File: src/rtl/i2c_ee_pkg.sv
package i2c_ee_pkg;

    localparam logic [3:0] DEV_PREFIX = 4'b1010;

    typedef enum logic [2:0] {
        ST_IDLE,
        ST_DEV,
        ST_ACK,
        ST_WORD,
        ST_WDATA,
        ST_RDATA,
        ST_RACK,
        ST_WAIT
    } ee_state_e;

    typedef struct packed {
        logic scl;
        logic sda;
        logic scl_rise;
        logic scl_fall;
        logic start;
        logic stop;
    } bus_evt_t;

    function automatic logic dev_match(input logic [7:0] dev_byte, input logic [2:0] sel);
        return (dev_byte[7:4] == DEV_PREFIX) && (dev_byte[3:1] == sel);
    endfunction

endpackage

File: src/rtl/ee_bus_sync.sv
module ee_bus_sync
    import i2c_ee_pkg::*;
#(
    parameter int STAGES = 2
) (
    input  logic     clk,
    input  logic     rst,
    input  logic     scl_in,
    input  logic     sda_in,
    output bus_evt_t evt
);
    logic [STAGES-1:0] scl_sh;
    logic [STAGES-1:0] sda_sh;
    logic              scl_q;
    logic              sda_q;

    always_ff @(posedge clk) begin
        if (rst) begin
            scl_sh <= '1;
            sda_sh <= '1;
            scl_q  <= 1'b1;
            sda_q  <= 1'b1;
        end else begin
            scl_sh <= {scl_sh[STAGES-2:0], scl_in};
            sda_sh <= {sda_sh[STAGES-2:0], sda_in};
            scl_q  <= scl_sh[STAGES-1];
            sda_q  <= sda_sh[STAGES-1];
        end
    end

    always_comb begin
        evt.scl      = scl_sh[STAGES-1];
        evt.sda      = sda_sh[STAGES-1];
        evt.scl_rise = evt.scl & ~scl_q;
        evt.scl_fall = ~evt.scl & scl_q;
        evt.start    = scl_q & evt.scl & sda_q & ~evt.sda;
        evt.stop     = scl_q & evt.scl & ~sda_q & evt.sda;
    end
endmodule

File: src/rtl/ee_mem.sv
module ee_mem #(
    parameter int DEPTH = 128,
    parameter int WIDTH = 8,
    localparam int AW   = $clog2(DEPTH)
) (
    input  logic             clk,
    input  logic             we,
    input  logic [AW-1:0]    waddr,
    input  logic [WIDTH-1:0] wdata,
    input  logic [AW-1:0]    raddr,
    output logic [WIDTH-1:0] rdata
);
    logic [WIDTH-1:0] cells [DEPTH];

    always_ff @(posedge clk) begin
        if (we) begin
            cells[waddr] <= wdata;
        end
        rdata <= cells[raddr];
    end
endmodule

File: src/rtl/ee_ctrl.sv
module ee_ctrl
    import i2c_ee_pkg::*;
#(
    parameter int AW = 7,
    parameter int DW = 8
) (
    input  logic          clk,
    input  logic          rst,
    input  bus_evt_t      evt,
    input  logic [2:0]    chip_sel,
    input  logic [DW-1:0] rd_data,
    output logic          mem_we,
    output logic [AW-1:0] mem_waddr,
    output logic [DW-1:0] mem_wdata,
    output logic [AW-1:0] ptr,
    output logic          drv_low
);
    localparam int            CW       = $clog2(DW + 1);
    localparam logic [CW-1:0] CNT_FULL = CW'(DW);
    localparam logic [CW-1:0] CNT_LAST = CW'(DW - 1);

    ee_state_e     state;
    ee_state_e     nxt;
    logic [CW-1:0] cnt;
    logic [DW-1:0] shreg;

    always_ff @(posedge clk) begin
        if (rst) begin
            state     <= ST_IDLE;
            nxt       <= ST_IDLE;
            cnt       <= '0;
            shreg     <= '0;
            ptr       <= '0;
            drv_low   <= 1'b0;
            mem_we    <= 1'b0;
            mem_waddr <= '0;
            mem_wdata <= '0;
        end else begin
            mem_we <= 1'b0;
            if (evt.start) begin
                state   <= ST_DEV;
                cnt     <= '0;
                drv_low <= 1'b0;
            end else if (evt.stop) begin
                state   <= ST_IDLE;
                drv_low <= 1'b0;
            end else begin
                unique case (state)
                    ST_DEV, ST_WORD, ST_WDATA: begin
                        if (evt.scl_rise && cnt != CNT_FULL) begin
                            shreg <= {shreg[DW-2:0], evt.sda};
                            cnt   <= cnt + 1'b1;
                        end else if (evt.scl_fall && cnt == CNT_FULL) begin
                            cnt <= '0;
                            if (state == ST_DEV) begin
                                if (dev_match(shreg[7:0], chip_sel)) begin
                                    drv_low <= 1'b1;
                                    state   <= ST_ACK;
                                    nxt     <= shreg[0] ? ST_RDATA : ST_WORD;
                                end else begin
                                    state <= ST_WAIT;
                                end
                            end else if (state == ST_WORD) begin
                                ptr     <= shreg[AW-1:0];
                                drv_low <= 1'b1;
                                state   <= ST_ACK;
                                nxt     <= ST_WDATA;
                            end else begin
                                mem_we    <= 1'b1;
                                mem_waddr <= ptr;
                                mem_wdata <= shreg;
                                ptr       <= ptr + 1'b1;
                                drv_low   <= 1'b1;
                                state     <= ST_ACK;
                                nxt       <= ST_WDATA;
                            end
                        end
                    end
                    ST_ACK: begin
                        if (evt.scl_fall) begin
                            state <= nxt;
                            cnt   <= '0;
                            if (nxt == ST_RDATA) begin
                                shreg   <= rd_data;
                                drv_low <= ~rd_data[DW-1];
                                ptr     <= ptr + 1'b1;
                            end else begin
                                drv_low <= 1'b0;
                            end
                        end
                    end
                    ST_RDATA: begin
                        if (evt.scl_fall) begin
                            if (cnt == CNT_LAST) begin
                                drv_low <= 1'b0;
                                state   <= ST_RACK;
                            end else begin
                                cnt     <= cnt + 1'b1;
                                shreg   <= {shreg[DW-2:0], 1'b0};
                                drv_low <= ~shreg[DW-2];
                            end
                        end
                    end
                    ST_RACK: begin
                        if (evt.scl_rise && evt.sda) begin
                            state <= ST_WAIT;
                        end else if (evt.scl_fall) begin
                            shreg   <= rd_data;
                            drv_low <= ~rd_data[DW-1];
                            ptr     <= ptr + 1'b1;
                            cnt     <= '0;
                            state   <= ST_RDATA;
                        end
                    end
                    default: begin
                    end
                endcase
            end
        end
    end
endmodule

File: src/rtl/i2c_ee_target.sv
module i2c_ee_target
    import i2c_ee_pkg::*;
#(
    parameter int MEM_DEPTH   = 128,
    parameter int DATA_W      = 8,
    parameter int SYNC_STAGES = 2
) (
    input  logic       clk,
    input  logic       rst,
    input  logic       scl_in,
    input  logic       sda_in,
    input  logic [2:0] chip_sel,
    output logic       sda_release
);
    localparam int AW = $clog2(MEM_DEPTH);

    bus_evt_t          evt;
    logic              mem_we;
    logic [AW-1:0]     mem_waddr;
    logic [DATA_W-1:0] mem_wdata;
    logic [DATA_W-1:0] rd_data;
    logic [AW-1:0]     ptr;
    logic              drv_low;

    ee_bus_sync #(.STAGES(SYNC_STAGES)) u_sync (
        .clk    (clk),
        .rst    (rst),
        .scl_in (scl_in),
        .sda_in (sda_in),
        .evt    (evt)
    );

    ee_ctrl #(.AW(AW), .DW(DATA_W)) u_ctrl (
        .clk       (clk),
        .rst       (rst),
        .evt       (evt),
        .chip_sel  (chip_sel),
        .rd_data   (rd_data),
        .mem_we    (mem_we),
        .mem_waddr (mem_waddr),
        .mem_wdata (mem_wdata),
        .ptr       (ptr),
        .drv_low   (drv_low)
    );

    ee_mem #(.DEPTH(MEM_DEPTH), .WIDTH(DATA_W)) u_mem (
        .clk   (clk),
        .we    (mem_we),
        .waddr (mem_waddr),
        .wdata (mem_wdata),
        .raddr (ptr),
        .rdata (rd_data)
    );

    assign sda_release = ~drv_low;
endmodule

File: config.mk
export PLATFORM = sky130hd
export DESIGN_NAME = i2c_ee_target
export DESIGN_NICKNAME = d
export VERILOG_FILES = /design/src/rtl/i2c_ee_pkg.sv /design/src/rtl/ee_bus_sync.sv /design/src/rtl/ee_mem.sv /design/src/rtl/ee_ctrl.sv /design/src/rtl/i2c_ee_target.sv
export SDC_FILE = /design/constraint.sdc
export NUM_CORES = 1
export LEC_CHECK = 0
export BUFFER_PORTS_ARGS = -buffer_cell sky130_fd_sc_hd__buf_4
export CAP_MARGIN = 10
export CORE_MARGIN = 3
export CORE_UTILIZATION = 31
export DETAILED_ROUTE_END_ITERATION = 7
export GPL_ROUTABILITY_DRIVEN = 0
export GPL_TIMING_DRIVEN = 0
export REMOVE_ABC_BUFFERS = 1
export SLEW_MARGIN = 20
export SYNTH_ARGS = -nofsm -noshare
export SYNTH_HDL_FRONTEND = slang
export SYNTH_SLANG_ARGS = --single-unit
File: constraint.sdc
create_clock -name clk -period 3.4 [get_ports clk]
set_input_delay 0.51 -clock clk [delete_from_list [all_inputs] [get_ports clk]]
set_output_delay 0.51 -clock clk [all_outputs]
set_load 0.02 [all_outputs]
Word-level counts from Yosys, hierarchy flattened
Memories as Yosys holds them, arrays and structs flattened. A register that Yosys moved wholly into a read port is not among the register bits.
Cells that the tools add are included.
{"block": "op_classes", "n_addsub": 2, "n_eq_ne": 33, "muxes": 53, "n_bitwise": 21, "reduce_logical": 19}
{"cell": "$mux 7", "n": 8}
{"cell": "$mux 8", "n": 7}
{"cell": "$mux 3", "n": 12}
{"cell": "$pmux 8 s4", "n": 1}
{"cell": "$mux 4", "n": 6}
{"cell": "$pmux 7 s3", "n": 1}
{"cell": "$reduce_and 7->1", "n": 3}
{"cell": "$reduce_and 10->1", "n": 2}
{"cell": "$ne 4x3->1 const B", "n": 4}
{"cell": "$pmux 4 s4", "n": 1}
{"cell": "$mux 1", "n": 15}
{"cell": "$ne 2x1->1 const B", "n": 7}
{"cell": "$not 1->1", "n": 14}
{"cell": "$eq 3x3->1 const B", "n": 4}
{"cell": "$pmux 3 s4", "n": 1}
{"cell": "$reduce_and 6->1", "n": 2}
{"cell": "$ne 2x2->1 const B", "n": 5}
{"cell": "$eq 4x4->1 const B", "n": 2}
{"cell": "$ne 4x4->1 const B", "n": 2}
{"cell": "$reduce_and 8->1", "n": 1}
{"cell": "$add 7x1->7 const B", "n": 1}
{"cell": "$and 1x1->1", "n": 7}
{"cell": "$reduce_or 7->1", "n": 1}
{"cell": "$eq 3x2->1 const B", "n": 2}
{"cell": "other kinds (14)", "n": 19}
{"block": "word_totals", "reg_bits": 48, "ramBits": 1024, "in_bits": 7, "output_inout_bits": 1, "word_cells": 143, "memories": 1}
{"memory": "u_mem.cells", "depth": 128, "width": 8, "rd": 1, "rd_ports_with_merged_regs": 1, "write_ports": 1, "line": "ee_mem.sv:13", "source": "logic [WIDTH-1:0] cells [DEPTH];"}

Depth between registers and ports, before layout
{"block": "depth", "depth_word": 9, "mapped_depth": 11, "depth_no_buf": 8}

Cells and area by module
A second synthesis with hierarchy kept.
{"block": "unflattened", "cells_unflattened": 1917, "area_unflattened_um2": 42228.0}
{"mod": "ee_mem", "n_inst": 1, "cells_each": 1628, "area_each_um2": 39638.0, "seq_area_each_um2": 30909.6}
{"mod": "ee_ctrl", "n_inst": 1, "cells_each": 270, "area_each_um2": 2381.0, "seq_area_each_um2": 840.8}
{"mod": "ee_bus_sync", "n_inst": 1, "cells_each": 18, "area_each_um2": 205.2, "seq_area_each_um2": 120.1}
{"mod": "i2c_ee_target", "n_inst": 1, "cells_each": 1, "area_each_um2": 3.8, "seq_area_each_um2": 0.0}

Least setup slack after synthesis
No wires, ideal clock.
{"block": "synth_path", "path_type": "reg2reg", "startpoint": "register u_ctrl.mem_wdata[0]", "endpoint": "memory u_mem.cells[0][0], data pin", "setup_time_ns": 0.529, "t_arrival_ns": 1.839, "required_time_ns": 2.871, "setup_slack_ns": 1.033, "stages_incl_launch_ff": 1, "n_path_buf": 0, "synth_period_minus_slack_ns": 2.367, "cell_sequence": "dfxtp_1"}
{"element": "start: declaration", "line": "ee_ctrl.sv:14", "source": "output logic [DW-1:0] mem_wdata,"}
{"element": "start signal: assignment", "line": "ee_ctrl.sv:71", "source": "mem_wdata <= shreg;"}
{"element": "end: declaration", "line": "ee_mem.sv:13"}
No word-level cell before the write port.

==> out/results.txt <==
count of cell types in the netlist = 66
Area contributors post-synth = edfxtp_1, mux4_2, mux2i_1
yosys synthesis warning count = 0
status = finished clean
Vias per Instance = 5.28
clk sinks = 1,080
I/O pin cnt = 8
Post-synth EDFFs = 1,024
reg2reg start = u_ctrl.ptr[1]
Max-slew headroom = 0.284
post-detail-place hpwl = 65,200 um
Crit path buffers/inverters = 3
Critical Path Source Type = flip-flop
Final WS setup = 0.0279 ns
layout cells sized above 1 = 0.186
first-pass iteration count of the detailed router = 5
combinational share of power = 0.002
vias = 21,800
area leader, netlist = edfxtp_1
MaxCap Viol Count = 0
ANT cells = 0
Worst-path clk slew = 0.06 ns
HP Start = rst
Internal = 0.0207 W
worst path cell trace = buf_16 > inv_1 > nor2_4 > buf_8 > a22o_1 > a2111oi_2 > a211oi_2 > o32a_1
H-Tree Depth = 3
Crit. End Element = flip-flop
Layout area overhead = 14.2%
Synth Instances = 2,237
Synth Cell Area = 42,400 um^2
Worst path top cell family by delay = compound AO/OA/AOI/OAI gates
die height = 376 um
initial antenna violation count = 0
reg2reg setup slack = 0.03 ns
Net Switching = 0.00494 W
GRT Total Usage = 0.147
Critical Path RT = 3.97 ns
multi-input logic area = 9810 um^2
per-cell routed wire length = 25.4 um
ys flop type = edfxtp_1
Port Buffers = 7
Setup TNS = 0 ns
DRT Wirelength = 105,000 um
slowest stage cell on the critical path = dfxtp_4
Fin. Hold Viols = 0
clock root buffer = clkbuf_16
vias in the first global route = 22,200
worst setup path class = flip-flop to flip-flop
power density cells = 531 nW/um^2
ANT nets after route = 0
Worst Hold Path EP = u_ctrl.ptr[5]
largest net degree at the start of global routing = 78
Worst R2R End = u_mem.rdata[0]
area share of the largest cell type after synthesis = 0.726
dpl ws = -0.642 ns
first-pass GRT wire length = 154,000 um
CTS Buffer Depth = 3
fillcell total = 12,200
Layout Nets = 2,284
Pleak = 14.2 nW
Final min period = 3.37 ns
Post-Layout Cell Count = 4,133
DIE AREA = 141,000 um^2
TritonCTS buffer count = 106
switching share of power = 0.192
Final Slew Violations = 0
Worst Path Arrival = 3.94 ns
worst skew pair latency = 0.69 ns
R2R depth = 8
FP Rows = 134
#FFs+latches synth = 1,080
Layout Utilization = 0.359
Total Power = 0.0257 W
Die X = 376 um
Max Clock Freq = 297 MHz
Final Skew = 0.0413 ns
Clk pwr share = 0.440
power share of the sequential group = 0.558
grt ovf = 0
Avg Cell Area, Syn = 18.9 um^2
Max VDD drop = 0.000370 V
unrepaired setup endpoints after global routing = no
worst min path class = input pin to flip-flop
number of setup violations in the final report = 0
fin crit share = 0.992
dpl cells = 3,922
Seq/Total Area, Yosys = 0.753
Starting Density = 0.315
Synth async-reset ratio = 0
post-detailed-route DRC marker count = 0
Detailed Route Iter0 Violations = 2,509
Max Fanout on Critical Path = 38
FF/Latch Area = 31,900 um^2
CP peak stage delay = 0.53 ns
worst hold path depth = 2
CTS tree = yes
slew at the pin with the worst max-slew slack = 1.07 ns
Core ar. = 135,000 um^2
-- flip-flops by register name, indices dropped and copies added (netlist names) --
register and flops:
u_ctrl.mem_we 1, u_sync.scl_sh 2, u_sync.sda_sh 2, u_ctrl.mem_wdata 8, u_sync.sda_q 1, u_sync.scl_q 1, u_ctrl.mem_waddr 7, u_ctrl.state 3
u_ctrl.nxt 3, u_ctrl.cnt 4, u_mem.cells 1024, u_ctrl.drv_low 1, u_mem.rdata 8, u_ctrl.shreg 8, u_ctrl.ptr 7
-- kinds of logic (layout without fill, tap and decap cells) --
| family | Yosys count | after routing | synth area share |
|---|---|---|---|
| AOI/OAI and AO/OA | 274 | 274 | 0.0458 |
| xor gates and xnor gates | 7 | 7 | 0.00145 |
| adders and majority gates | 3 | 3 | 0.000886 |
| buffers and inverters | 138 | 266 | 0.0184 |
| DFF | 1080 | 1080 | 0.753 |
| muxes | 344 | 344 | 0.140 |
| and+or+nand+nor | 391 | 391 | 0.0411 |
-- metal layers --
layer	up-vias	track usage	wire length (um)
met5	-	0	0
met4	0	0.0548	3680
met3	173	0.0249	8180
met2	1030	0.239	50500
met1	11400	0.197	42600
li1	9184	-	-
-- cell usage after synthesis (5+ instances only) --
library cell / instances
buf_2: 32
buf_6: 14
o22ai_1: 35
nor2_1: 170
a31oi_1: 15
a21oi_1: 54
nand2_1: 111
xnor2_1: 5
nand3b_1: 8
and2_1: 6
edfxtp_1: 1024
mux2i_1: 144
or2_2: 7
nand2b_1: 11
a2111oi_0: 5
o21ai_0: 20
nand4_1: 6
a22o_1: 9
o221ai_1: 17
o211ai_1: 5
nor3_1: 14
a311oi_1: 12
a211oi_1: 28
clkbuf_1: 53
mux4_2: 198
o32a_1: 9
nand3_1: 20
a22oi_1: 42
nor2b_1: 20
inv_1: 10
buf_4: 24
dfxtp_1: 56
-- layout by cell type (no fill, tap or decap), drive strengths merged, types with 22 or more instances in the layout --
cell | synthesis | layout
clkinv | 0 | 42
clkbuf | 53 | 141
nand2 | 111 | 111
mux2i | 144 | 144
a22oi | 42 | 42
o21ai | 22 | 22
edfxtp | 1024 | 1024
buf | 75 | 55
a211oi | 28 | 28
a21oi | 54 | 54
dfxtp | 56 | 56
mux4 | 198 | 198
nor2 | 171 | 171
o22ai | 35 | 35
-- worst max-delay path by stage --
stage | start | to | slack [ns] | cells after the start
after global routing | u_ctrl.ptr[1] | u_mem.rdata[6] | 0.03 | 8
after CTS | u_ctrl.ptr[2] | u_mem.rdata[5] | 0.04 | 7
final | u_ctrl.ptr[1] | u_mem.rdata[0] | 0.03 | 8
after floorplan | u_ctrl.ptr[1] | u_mem.rdata[5] | -6.91 | 5
after detailed placement | u_ctrl.ptr[2] | u_mem.rdata[0] | -0.64 | 8
after global placement | u_ctrl.ptr[1] | u_mem.rdata[0] | -16.00 | 5
-- power groups by stage --
| stage | Combinational (W) | Sequential, W | Clock [W] |
|---|---|---|---|
| 6_report | 0.0000460 | 0.0143 | 0.0113 |
| 5_1_grt | 0.0000503 | 0.0143 | 0.0120 |
| 4_1_cts | 0.0000461 | 0.0143 | 0.0115 |
| 3_5_place_dp | 0.0000439 | 0.0146 | 0 |
| 3_3_place_gp | 0.0000429 | 0.0146 | 0 |
| 2_1_floorplan | 0.0000227 | 0.0146 | 0 |
-- layout make-up --
| cell class | count | share of cell area |
|---|---|---|
| sequential | 1080 | 0.660 |
| tap | 1768 | 0.0457 |
| clock inverter | 58 | 0.0103 |
| timing repair buffer | 57 | 0.0219 |
| clock buffer | 141 | 0.0586 |
| inverter | 10 | 0.000776 |
| multi-input combinational | 1019 | 0.203 |
-- per-stage QoR --
step | hold WS [ns] | instance area, um^2
after floorplan | 0.389 | 41600
after global placement | 0.424 | 43900
after detailed placement | 0.412 | 44800
after CTS | 0.229 | 48300
after global routing | 0.281 | 48400
final | 0.282 | 48400
-- repair_timing --
item	in CTS	in global routing
hold endpoints to repair	2	0
setup buffers	9	1
hold buffers	2	0
resized for setup	10	1
endpoints found under the setup margin	8	5
Power figures use the tool's default switching activity.
